**src/rtl/desc_tx_pkg.sv**
```systemverilog
package desc_tx_pkg;
  localparam int WORD_W    = 32;
  localparam int ADDR_W    = WORD_W;
  localparam int LEN_W     = 11;
  localparam int EMPTY_BIT = 31;
  localparam int LANES     = WORD_W / 8;
  localparam int LANE_W    = $clog2(LANES);
  localparam int OFS_SIZE  = 4;
  localparam int OFS_NEXT  = 8;

  typedef enum logic [1:0] {
    SEL_DESC_BUF,
    SEL_DESC_SIZE,
    SEL_DESC_NEXT,
    SEL_PAYLOAD
  } addr_sel_e;

  typedef enum logic [2:0] {
    ST_IDLE,
    ST_GET_BUF,
    ST_GET_SIZE,
    ST_GET_NEXT,
    ST_GET_WORD,
    ST_SEND,
    ST_RETURN
  } walk_st_e;

  typedef struct packed {
    logic startWalk;
    logic ldBuf;
    logic ldSize;
    logic ldNext;
    logic ldWord;
    logic takeByte;
    logic advDesc;
  } dp_ctl_t;
endpackage

```
**src/rtl/desc_tx_datapath.sv**
```systemverilog
module desc_tx_datapath
  import desc_tx_pkg::*;
(
  input  logic              clk,
  input  logic              rstN,
  input  dp_ctl_t           dpCtl,
  input  addr_sel_e         addrSel,
  input  logic [ADDR_W-1:0] descPtr,
  input  logic              cfgLoopback,
  input  logic [WORD_W-1:0] memRdata,
  output logic [ADDR_W-1:0] memAddr,
  output logic [WORD_W-1:0] memWdata,
  output logic              rdEmpty,
  output logic              lenZero,
  output logic              lastByte,
  output logic              wordEnd,
  output logic [7:0]        txData,
  output logic              txSof,
  output logic              txEof,
  output logic              txLoop
);
  localparam logic [ADDR_W-1:0] ALIGN_MASK = ~ADDR_W'(LANES - 1);

  logic [ADDR_W-1:0] descAddr;
  logic [ADDR_W-1:0] bufAddr;
  logic [ADDR_W-1:0] nextPtr;
  logic [WORD_W-1:0] sizeWord;
  logic [WORD_W-1:0] dataWord;
  logic [LANE_W-1:0] byteIdx;
  logic [LEN_W-1:0]  bytesLeft;
  logic              firstByte;
  logic              loopSel;

  always_ff @(posedge clk) begin
    if (!rstN) begin
      descAddr  <= '0;
      bufAddr   <= '0;
      nextPtr   <= '0;
      sizeWord  <= '0;
      dataWord  <= '0;
      byteIdx   <= '0;
      bytesLeft <= '0;
      firstByte <= 1'b0;
      loopSel   <= 1'b0;
    end else begin
      if (dpCtl.startWalk) descAddr <= descPtr & ALIGN_MASK;
      if (dpCtl.advDesc)   descAddr <= nextPtr;
      if (dpCtl.ldBuf)     bufAddr  <= memRdata & ALIGN_MASK;
      if (dpCtl.ldNext)    nextPtr  <= memRdata & ALIGN_MASK;
      if (dpCtl.ldSize) begin
        sizeWord  <= memRdata;
        bytesLeft <= memRdata[LEN_W-1:0];
        firstByte <= 1'b1;
        loopSel   <= cfgLoopback;
      end
      if (dpCtl.ldWord) begin
        dataWord <= memRdata;
        byteIdx  <= '0;
      end
      if (dpCtl.takeByte) begin
        byteIdx   <= byteIdx + 1'b1;
        bytesLeft <= bytesLeft - 1'b1;
        firstByte <= 1'b0;
        if (wordEnd) bufAddr <= bufAddr + ADDR_W'(LANES);
      end
    end
  end

  always_comb begin
    unique case (addrSel)
      SEL_DESC_BUF:  memAddr = descAddr;
      SEL_DESC_SIZE: memAddr = descAddr + ADDR_W'(OFS_SIZE);
      SEL_DESC_NEXT: memAddr = descAddr + ADDR_W'(OFS_NEXT);
      default:       memAddr = bufAddr;
    endcase
  end

  assign memWdata = sizeWord | (WORD_W'(1) << EMPTY_BIT);
  assign rdEmpty  = memRdata[EMPTY_BIT];
  assign lenZero  = (bytesLeft == '0);
  assign lastByte = (bytesLeft == LEN_W'(1));
  assign wordEnd  = (byteIdx == LANE_W'(LANES - 1));
  assign txData   = dataWord[8*byteIdx +: 8];
  assign txSof    = firstByte;
  assign txEof    = lastByte;
  assign txLoop   = loopSel;


  bytes_left_chk: assert property (@(posedge clk) disable iff (!rstN)
    dpCtl.takeByte |-> !lenZero);
endmodule

```
**src/rtl/desc_tx_ctrl.sv**
```systemverilog
module desc_tx_ctrl
  import desc_tx_pkg::*;
(
  input  logic      clk,
  input  logic      rstN,
  input  logic      cfgTxEn,
  input  logic      ctlWrEn,
  input  logic      ctlEnBit,
  input  logic      memValid,
  input  logic      rdEmpty,
  input  logic      lenZero,
  input  logic      lastByte,
  input  logic      wordEnd,
  input  logic      txReady,
  output dp_ctl_t   dpCtl,
  output addr_sel_e addrSel,
  output logic      memReq,
  output logic      memWe,
  output logic      txValid,
  output logic      txEnable,
  output logic      pktSentPulse,
  output logic      underrunPulse
);
  walk_st_e st, nextSt;
  logic     enableQ;
  logic     hitEmpty;
  logic     retDone;

  assign hitEmpty = (st == ST_GET_SIZE) && memValid && rdEmpty;
  assign retDone  = (st == ST_RETURN) && memValid;

  always_comb begin
    dpCtl   = '0;
    addrSel = SEL_DESC_BUF;
    memReq  = 1'b0;
    memWe   = 1'b0;
    txValid = 1'b0;
    nextSt  = st;
    unique case (st)
      ST_IDLE: begin
        if (ctlWrEn && ctlEnBit && cfgTxEn) begin
          dpCtl.startWalk = 1'b1;
          nextSt          = ST_GET_BUF;
        end
      end
      ST_GET_BUF: begin
        memReq = 1'b1;
        if (memValid) begin
          dpCtl.ldBuf = 1'b1;
          nextSt      = ST_GET_SIZE;
        end
      end
      ST_GET_SIZE: begin
        memReq  = 1'b1;
        addrSel = SEL_DESC_SIZE;
        if (memValid) begin
          dpCtl.ldSize = 1'b1;
          nextSt       = rdEmpty ? ST_IDLE : ST_GET_NEXT;
        end
      end
      ST_GET_NEXT: begin
        memReq  = 1'b1;
        addrSel = SEL_DESC_NEXT;
        if (memValid) begin
          dpCtl.ldNext = 1'b1;
          nextSt       = lenZero ? ST_RETURN : ST_GET_WORD;
        end
      end
      ST_GET_WORD: begin
        memReq  = 1'b1;
        addrSel = SEL_PAYLOAD;
        if (memValid) begin
          dpCtl.ldWord = 1'b1;
          nextSt       = ST_SEND;
        end
      end
      ST_SEND: begin
        txValid = 1'b1;
        if (txReady) begin
          dpCtl.takeByte = 1'b1;
          if (lastByte)     nextSt = ST_RETURN;
          else if (wordEnd) nextSt = ST_GET_WORD;
        end
      end
      ST_RETURN: begin
        memReq  = 1'b1;
        memWe   = 1'b1;
        addrSel = SEL_DESC_SIZE;
        if (memValid) begin
          dpCtl.advDesc = 1'b1;
          nextSt        = ST_GET_BUF;
        end
      end
      default: nextSt = ST_IDLE;
    endcase
  end

  always_ff @(posedge clk) begin
    if (!rstN) begin
      st            <= ST_IDLE;
      enableQ       <= 1'b0;
      pktSentPulse  <= 1'b0;
      underrunPulse <= 1'b0;
    end else begin
      st            <= nextSt;
      pktSentPulse  <= retDone;
      underrunPulse <= hitEmpty;
      if (hitEmpty)                     enableQ <= 1'b0;
      else if (st == ST_IDLE && ctlWrEn) enableQ <= ctlEnBit;
    end
  end

  assign txEnable = enableQ;


  no_fetch_while_send_chk: assert property (@(posedge clk) disable iff (!rstN)
    txValid |-> !memReq);


  stall_keeps_valid_chk: assert property (@(posedge clk) disable iff (!rstN)
    txValid && !txReady |=> txValid);


  underrun_clears_en_chk: assert property (@(posedge clk) disable iff (!rstN)
    underrunPulse |-> !txEnable);


  sent_after_write_chk: assert property (@(posedge clk) disable iff (!rstN)
    pktSentPulse |-> $past(memReq && memWe && memValid));


  pulses_exclusive_chk: assert property (@(posedge clk) disable iff (!rstN)
    $onehot0({pktSentPulse, underrunPulse}));
endmodule

```
**src/rtl/desc_tx_dma.sv**
```systemverilog
module desc_tx_dma
  import desc_tx_pkg::*;
(
  input  logic              clk,
  input  logic              rstN,
  input  logic              cfgTxEn,
  input  logic              cfgLoopback,
  input  logic              ctlWrEn,
  input  logic              ctlEnBit,
  input  logic [ADDR_W-1:0] descPtr,
  output logic              txEnable,
  output logic              memReq,
  output logic              memWe,
  output logic [ADDR_W-1:0] memAddr,
  output logic [WORD_W-1:0] memWdata,
  input  logic [WORD_W-1:0] memRdata,
  input  logic              memValid,
  output logic [7:0]        txData,
  output logic              txValid,
  input  logic              txReady,
  output logic              txSof,
  output logic              txEof,
  output logic              txLoop,
  output logic              pktSentPulse,
  output logic              underrunPulse
);
  dp_ctl_t   dpCtl;
  addr_sel_e addrSel;
  logic      rdEmpty, lenZero, lastByte, wordEnd;

  desc_tx_ctrl u_ctrl (
    .clk(clk), .rstN(rstN), .cfgTxEn(cfgTxEn), .ctlWrEn(ctlWrEn),
    .ctlEnBit(ctlEnBit), .memValid(memValid), .rdEmpty(rdEmpty),
    .lenZero(lenZero), .lastByte(lastByte), .wordEnd(wordEnd),
    .txReady(txReady), .dpCtl(dpCtl), .addrSel(addrSel), .memReq(memReq),
    .memWe(memWe), .txValid(txValid), .txEnable(txEnable),
    .pktSentPulse(pktSentPulse), .underrunPulse(underrunPulse)
  );

  desc_tx_datapath u_dp (
    .clk(clk), .rstN(rstN), .dpCtl(dpCtl), .addrSel(addrSel),
    .descPtr(descPtr), .cfgLoopback(cfgLoopback), .memRdata(memRdata),
    .memAddr(memAddr), .memWdata(memWdata), .rdEmpty(rdEmpty),
    .lenZero(lenZero), .lastByte(lastByte), .wordEnd(wordEnd),
    .txData(txData), .txSof(txSof), .txEof(txEof), .txLoop(txLoop)
  );


  req_hold_chk: assert property (@(posedge clk) disable iff (!rstN)
    memReq && !memValid |=> memReq && $stable(memWe) && $stable(memAddr) && $stable(memWdata));


  byte_hold_chk: assert property (@(posedge clk) disable iff (!rstN)
    txValid && !txReady |=> $stable(txData) && $stable(txSof) && $stable(txEof) && $stable(txLoop));


  loop_frame_chk: assert property (@(posedge clk) disable iff (!rstN)
    txValid && !txSof |-> $stable(txLoop));
endmodule

```
**config.mk**
```make
export PLATFORM = sky130hd
export DESIGN_NAME = desc_tx_dma
export DESIGN_NICKNAME = d
export VERILOG_FILES = /design/src/rtl/desc_tx_pkg.sv /design/src/rtl/desc_tx_datapath.sv /design/src/rtl/desc_tx_ctrl.sv /design/src/rtl/desc_tx_dma.sv
export SDC_FILE = /design/constraint.sdc
export NUM_CORES = 1
export LEC_CHECK = 0
export BUFFER_PORTS_ARGS = -buffer_cell sky130_fd_sc_hd__buf_4
export CAP_MARGIN = 20
export CORE_ASPECT_RATIO = 0.5
export CORE_MARGIN = 5
export CORE_UTILIZATION = 61
export CTS_CLUSTER_DIAMETER = 120
export DETAILED_ROUTE_END_ITERATION = 16
export HOLD_SLACK_MARGIN = 0.15
export MAX_ROUTING_LAYER = met4
export PLACE_DENSITY = 0.85
export SKIP_LAST_GASP = 1
export SYNTH_ARGS = -nofsm -noshare
export SYNTH_HDL_FRONTEND = slang
export SYNTH_HIERARCHICAL = 1
export SYNTH_SLANG_ARGS = --single-unit
```
**constraint.sdc**
```tcl
create_clock -name clk -period 5.09 [get_ports clk]
set_clock_uncertainty 0.1 [all_clocks]
set_input_delay 1.018 -clock clk [delete_from_list [all_inputs] [get_ports clk]]
set_output_delay 1.018 -clock clk [all_outputs]
set_load 0.03 [all_outputs]
```
==> results of run 1 <==
## worst paths after layout
check,startpoint,to,slack (ns),depth (start not counted)
max,u_ctrl/st[1],memAddr[29],0.52,9
min,u_dp/bufAddr[0],u_dp/bufAddr[0],0.38,1
max reg2reg,u_ctrl/st[2],u_dp/bufAddr[23],1.36,7
min reg2reg,u_dp/bufAddr[0],u_dp/bufAddr[0],0.38,1
## metal layers
| layer | vias to the layer above | share of wire, % |
|---|---|---|
| met2 | 523 | 43 |
| met5 | - | 0 |
| met3 | 47 | 11 |
| met4 | 0 | 1.4 |
| met1 | 4188 | 44 |
| li1 | 3980 | - |
## layout make-up
cell class                 instances  area [sq um]
timing repair buffer             160          1230
multi-input combinational        784          5340
inverter                          15          56.3
sequential                       176          3520
clock inverter                    14           149
clock buffer                      18           439
tap                              198           248
fill                            1061          3640
## cells by family after synthesis
logic type	after synthesis	synth area share, %
buffers and inverters	90	3.96
DFF	176	38.3
adders and majority gates	7	0.953
AOI/OAI and AO/OA	223	16.1
and+or+nand+nor	409	23.9
other	1	0.0408
xor gates and xnor gates	3	0.286
muxes	141	16.5
## synth_stat cells (16+ instances only)
cell type and n:
a211oi_1 21, a21boi_0 18, a21oi_1 31, and2_1 37, and3_1 19, clkbuf_1 53
dfxtp_1 176, mux2i_1 131, nand2_1 82, nand3_1 29, nor2_1 67, nor2b_1 100
nor3_1 16, o21ai_0 71
## worst max-delay path, cell delays in order (launching register included)
cell and delay (ns):
dfxtp_1 0.55, nand2b_1 0.28, o21ai_1 0.20, buf_4 0.30, inv_1 0.16, o21ai_1 0.67, nand3_1 0.33, nor4_1 0.22
or3_1 0.14, buf_4 0.15
## report_power, final
part / total [mW] / switching (mW) / internal, mW
Sequential: 1.59 / 0.131 / 1.46
Combinational: 0.678 / 0.402 / 0.276
Clock: 1.30 / 0.632 / 0.666
## sequential cells by signal, summed over array words and instances, names as in the netlist
register              cells
u_dp/bufAddr             32
u_dp/dataWord            32
u_dp/sizeWord            31
u_dp/descAddr            30
u_dp/nextPtr             30
u_dp/bytesLeft           11
u_ctrl/st                 3
u_dp/byteIdx              2
u_ctrl/pktSentPulse       1
u_ctrl/txEnable           1
u_ctrl/underrunPulse      1
u_dp/txLoop               1
u_dp/txSof                1
## per-stage QoR
| stage | cell area [sq um] | power (mW) |
|---|---|---|
| floorplan | 9190 | 2.02 |
| global placement | 10300 | 2.25 |
| detailed placement | 10300 | 2.27 |
| CTS | 10900 | 3.55 |
| global route | 11000 | 3.69 |
| finish | 11000 | 3.57 |
## cells in the final DEF, fill, tap and decap left out, drive strengths merged, types with 6 or more instances in the layout
| cell type | n |
|---|---|
| dfxtp | 176 |
| buf | 160 |
| mux2i | 131 |
| nor2b | 100 |
| nand2 | 82 |
| o21ai | 72 |
| nor2 | 68 |
| and2 | 37 |
| a21oi | 31 |
| nand3 | 29 |
| a211oi | 21 |
| and3 | 20 |
| inv | 19 |
| a21boi | 18 |
| clkbuf | 18 |
| nor3 | 17 |
| nand4 | 16 |
| a311oi | 12 |
| o211ai | 10 |
| nor4 | 9 |
| a31oi | 8 |
| mux4 | 8 |
| clkinv | 8 |
| nand2b | 7 |
| ha | 7 |
| or3 | 6 |
| and4 | 6 |
==> results.md, run 1 <==
* Primary FF master, synth: dfxtp_1
* Total core area at between 0.01 and 0.015 sq mm
* Met2 usage at 46.9%
* Crit path DAT at about 3.5 ns
* Mapped Area at between 0.009 and 0.01 sq mm
* Clock Tree Buf Depth at 2
* DR vias/cell at roughly 6.4
* GR Overflow Total at 0
* Site Rows at 31
* Hold_ws at about 0.38 ns
* Fin crit share at around nine tenths
* N_diodes at 0
* Worst setup margin at between 0.5 and 0.6 ns
* Total CTS buffers at 17
* Cts hold-fix bufs at 0
* Vias at 8738
* Leakage at about 3.9 nW
* Post-synth EDFFs at 0
* Placed Cells at 1331
* Clk slew on worst S/H paths at approximately 0.070 ns
* Post-CTS Resized at 0
* First-pass GRT wire length at around 46000 um
* CTS tree: built
* Avg Cell Area, Syn at between 8 and 9 sq um
* I/O pin count at 153
* Layout cell share with drive strength beyond 1 at ~19%
* CP endpoint kind: output pin
* Biggest area consumer among synthesized cells: dfxtp_1
* Non-Filler Instances at 1365
* Initial drt markers at approximately 1200
* TritonCTS Sinks at between 150 and 200
* Syn. warnings at 6
* Largest net degree at the start of global routing at between 100 and 150
* Post-synthesis sequential area ratio at between 30% and 40%
* Synth async-reset ratio at 0%
* Final setup violation count at 0
* Initial antenna violation count at 0
* CP Launch Type: flop
* Unrepaired setup endpoints after global routing: false
* FMAX at roughly 0.22 GHz
* Setup CP Type: flop to output pin
* Starting Density at roughly 63%
* Final TNS setup at 0 ns
* Layout area overhead at 19.6%
* Max-slew violations at 0
* Die area at 0.0178 sq mm
* Met3 global-route usage at around 7.0%
* PD cells at between 300 and 400 mW/mm^2
* Wire length per cell at between 20 and 25 um
* Worst slew pin tran at 1.13 ns
* # port buffers at approximately 150
* Drt total wl at 29500 um
* Post-DP HPWL at 21000 um
* Pre-Repair DR Iteration Count at 7
* Routing usage on met1 at between 40 and 50%
* WP data required at 3.97 ns
* Cell variety after synth at between 60 and 70
* GR Util All Layers at 33.1%
* Max VDD drop at between 0.2 and 0.3 mV
* Vias in the first global route at 8103
* Routed Antenna Nets at 0
* RD Place Congestion at roughly 1.0
* Clock latency on the worst-skew pair at between 0.4 and 0.5 ns
* Fin crit period at approximately 4.6 ns
* Post-Synthesis Cells at between 1000 and 1500
* Post-layout net count at ~1200
* Area share of the largest cell type after synthesis at 38.3%
* Slew HR at about a quarter
* Syn_nets at 1129
* Most Crowded Layer GR: met1
* Seq cells post-synth at around 180
* Setup Fix Bufs, Post-CTS at 0
* Utilization after layout at around three quarters
* Crit-path max FO at 22
* Fin. Hold Viols at 0
* Status: complete, no violations
* Worst Hold Class: flop to flop
* Root Buffer: clkbuf_16
* Most area-consuming cells after synthesis: dfxtp_1 38%, mux2i_1 14%, nor2b_1 6.8%
* Clock H-tree levels at 4
* Die Ht at 96.8 um
* DRC errors left at 0
* Max_cap viols at 0
* Die Wd at 184 um
* Pre-CTS WS at between 1 and 1.5 ns
Note: power is estimated with default switching activity, not from simulation.
==> run 2, diff against run 1 <==
--- a/config.mk
+++ b/config.mk
@@ -5,7 +5,7 @@
 export SDC_FILE = /design/constraint.sdc
 export NUM_CORES = 1
 export LEC_CHECK = 0
-export BUFFER_PORTS_ARGS = -buffer_cell sky130_fd_sc_hd__buf_4
+export BUFFER_PORTS_ARGS = -buffer_cell sky130_fd_sc_hd__buf_2
 export CAP_MARGIN = 20
 export CORE_ASPECT_RATIO = 0.5
 export CORE_MARGIN = 5
==> results.md, run 2 (synthesis gave the netlist of run 1 again) <==
* Hold_sp: u_dp/bufAddr[1] (was u_dp/bufAddr[0])
* Crit path DAT at 3.31 ns (was 3.45 ns)
* Max-slew violations at 0 (unchanged)
* # port buffers at 149 (unchanged)
* Critical Path Max Stage Delay at 0.60 ns (was 0.67 ns)
* Cell family with most CP delay: simple AND/OR/NAND/NOR gates (unchanged)
* Final setup violation count at 0 (unchanged)
* Critical Path, Cell by Cell: nand2b_1, o21ai_1, buf_4, nand2b_1, nor3_1, nor2_1, o41ai_1, a21o_1, buf_2 (was nand2b_1, o21ai_1, buf_4, inv_1, o21ai_1, nand3_1, nor4_1, or3_1, buf_4)
* Wire length per cell at 21.5 um (was 21.6 um)
* FMAX at 0.226 GHz (was 0.219 GHz)
* Initial drt markers at 1297 (was 1213)
* Most Crowded Layer GR: met1 (unchanged)
* Fin. Hold Viols at 0 (unchanged)
* Routed Antenna Nets at 0 (unchanged)
* Leakage at 3.89 nW (was 3.92 nW)
* I/O pin count at 153 (unchanged)
* Total CTS buffers at 17 (unchanged)
* CP Launch Type: flop (unchanged)
* Pre-Repair DR Iteration Count at 5 (was 7)
* Die area at 0.0178 sq mm (unchanged)
* Setup CP Type: flop to output pin (unchanged)
* DR vias/cell at 6.41 (was 6.40)
* Most frequent cells in the layout: 176 x dfxtp_1, 148 x buf_2, 131 x mux2i_1 (was 176 x dfxtp_1, 158 x buf_4, 131 x mux2i_1)
* Root Buffer: clkbuf_16 (unchanged)
* Layout area overhead at 15.9% (was 19.6%)
* Hold depth at 1 (unchanged)
* Clock latency on the worst-skew pair at 0.44 ns (was 0.43 ns)
* First-pass GRT wire length at 44400 um (was 45700 um)
* R2R Path End: u_dp/bufAddr[23] (unchanged)
* Routing usage on met1 at 47.2% (was 48.5%)
* Site Rows at 31 (unchanged)
* Setup Fix Bufs, Post-CTS at 0 (unchanged)
* Starting Density at 62.8% (unchanged)
* Die Wd at 184 um (unchanged)
* CP endpoint kind: output pin (unchanged)
* Cell mode on critical path: nand2b_1
* Top Registers: u_dp/bufAddr x32, u_dp/dataWord x32, u_dp/sizeWord x31 (unchanged)
* Reg2reg setup slack at 1.30 ns (was 1.36 ns)
* RR Startpoint: u_ctrl/st[2] (unchanged)
* Post-DP HPWL at 20400 um (was 21000 um)
* DRC errors left at 0 (unchanged)
* Total core area at 0.0146 sq mm (unchanged)
* Status: complete, no violations (unchanged)
* Non-Filler Instances at 1367 (was 1365)
* Post-layout net count at 1235 (was 1233)
* Worst path bufs/invs at 2 (was 3)
* RD Place Congestion at 0.953 (was 1.00)
* Fin crit period at 4.43 ns (was 4.57 ns)
* Most common cell after layout, fill and taps aside: dfxtp_1 (unchanged)
* Slew HR at 24.1% (was 24.4%)
* Layout cell share with drive strength beyond 1 at 18.6% (about the same)
* TritonCTS Sinks at 176 (unchanged)
* Cts hold-fix bufs at 0 (unchanged)
* WP data required at 3.97 ns (about the same)
* PD cells at 335 mW/mm^2 (was 325 mW/mm^2)
* Fin crit share at 87.0% (was 89.8%)
* Post-CTS Resized at 0 (unchanged)
* CTS tree: built (unchanged)
* Max_cap viols at 0 (unchanged)
* FF-to-FF path depth at 7 (unchanged)
* Worst slew pin tran at 1.14 ns (was 1.13 ns)
* Placed Cells at 1333 (was 1331)
* Unrepaired setup endpoints after global routing: false (unchanged)
* Hold Path Sink: u_dp/bufAddr[1] (was u_dp/bufAddr[0])
* Crit-path max FO at 22 (unchanged)
* Vias in the first global route at 7979 (was 8103)
* Clk slew on worst S/H paths at 0.07 ns (about the same)
* Die Ht at 96.8 um (unchanged)
* GR Util All Layers at 32.3% (was 33.1%)
* N_diodes at 0 (unchanged)
* Met2 usage at 44.9% (was 46.9%)
* Clock Tree Buf Depth at 2 (unchanged)
* GR Overflow Total at 0 (unchanged)
* Vias at 8761 (was 8738)
* Worst Hold Class: flop to flop (unchanged)
* Slowest library cell on the worst path: dfxtp_1 (was o21ai_1)
* Drt total wl at 29400 um (was 29500 um)
* Largest net degree at the start of global routing at 125 (was 106)
* Clock H-tree levels at 4 (unchanged)
* Final TNS setup at 0 ns (unchanged)
* Initial antenna violation count at 0 (unchanged)
* Max VDD drop at 0.209 mV (was 0.273 mV)
* Met3 global-route usage at 7.65% (was 7.01%)
run 2: how the worst max path moves through the flow:
stage                             from     endpoint  slack (ns)  cells past startpoint
after floorplan           u_ctrl/st[2]  memAddr[28]        1.38                      9
after global placement    u_ctrl/st[2]  memAddr[18]        1.30                      9
after detailed placement  u_ctrl/st[1]  memAddr[28]        1.25                      8
after CTS                 u_ctrl/st[1]  memAddr[28]        0.78                      8
after global routing      u_ctrl/st[1]  memAddr[28]        0.54                      8
final                     u_ctrl/st[2]  memAddr[18]        0.66                      9
run 2: cell type report:
class,instances,area [sq um]
timing repair buffer,162,878
multi-input combinational,784,5340
sequential,176,3520
fill,1070,3980
inverter,15,56.3
clock buffer,18,429
clock inverter,14,173
tap,198,248
run 2: per-layer routing:
| layer | up-vias | routed length (um) | share of wire [%] |
|---|---|---|---|
| met2 | 544 | 12400 | 42 |
| li1 | 3993 | - | - |
| met1 | 4162 | 12700 | 43 |
| met3 | 62 | 3680 | 13 |
| met4 | 0 | 554 | 1.9 |
| met5 | - | 0 | 0 |
run 2: where the power goes:
part	internal [mW]	switching [mW]	total, mW
sequential	1.46	0.134	1.59
clock	0.704	0.624	1.33
combinational	0.241	0.403	0.644
total	2.40	1.16	3.57
run 2: through the flow:
step / instance area [sq um] / utilization, % / worst slack, ns / hold WS (ns) / power [mW]
after floorplan: 9190 / - / 1.38 / 0.344 / 2.02
after global placement: 9990 / 68.3 / 1.30 / 0.358 / 2.21
after detailed placement: 9990 / 68.3 / 1.25 / 0.362 / 2.23
after CTS: 10600 / 72.5 / 0.778 / 0.382 / 3.54
after global routing: 10600 / 72.8 / 0.545 / 0.396 / 3.69
final: 10600 / 72.8 / 0.661 / 0.381 / 3.57
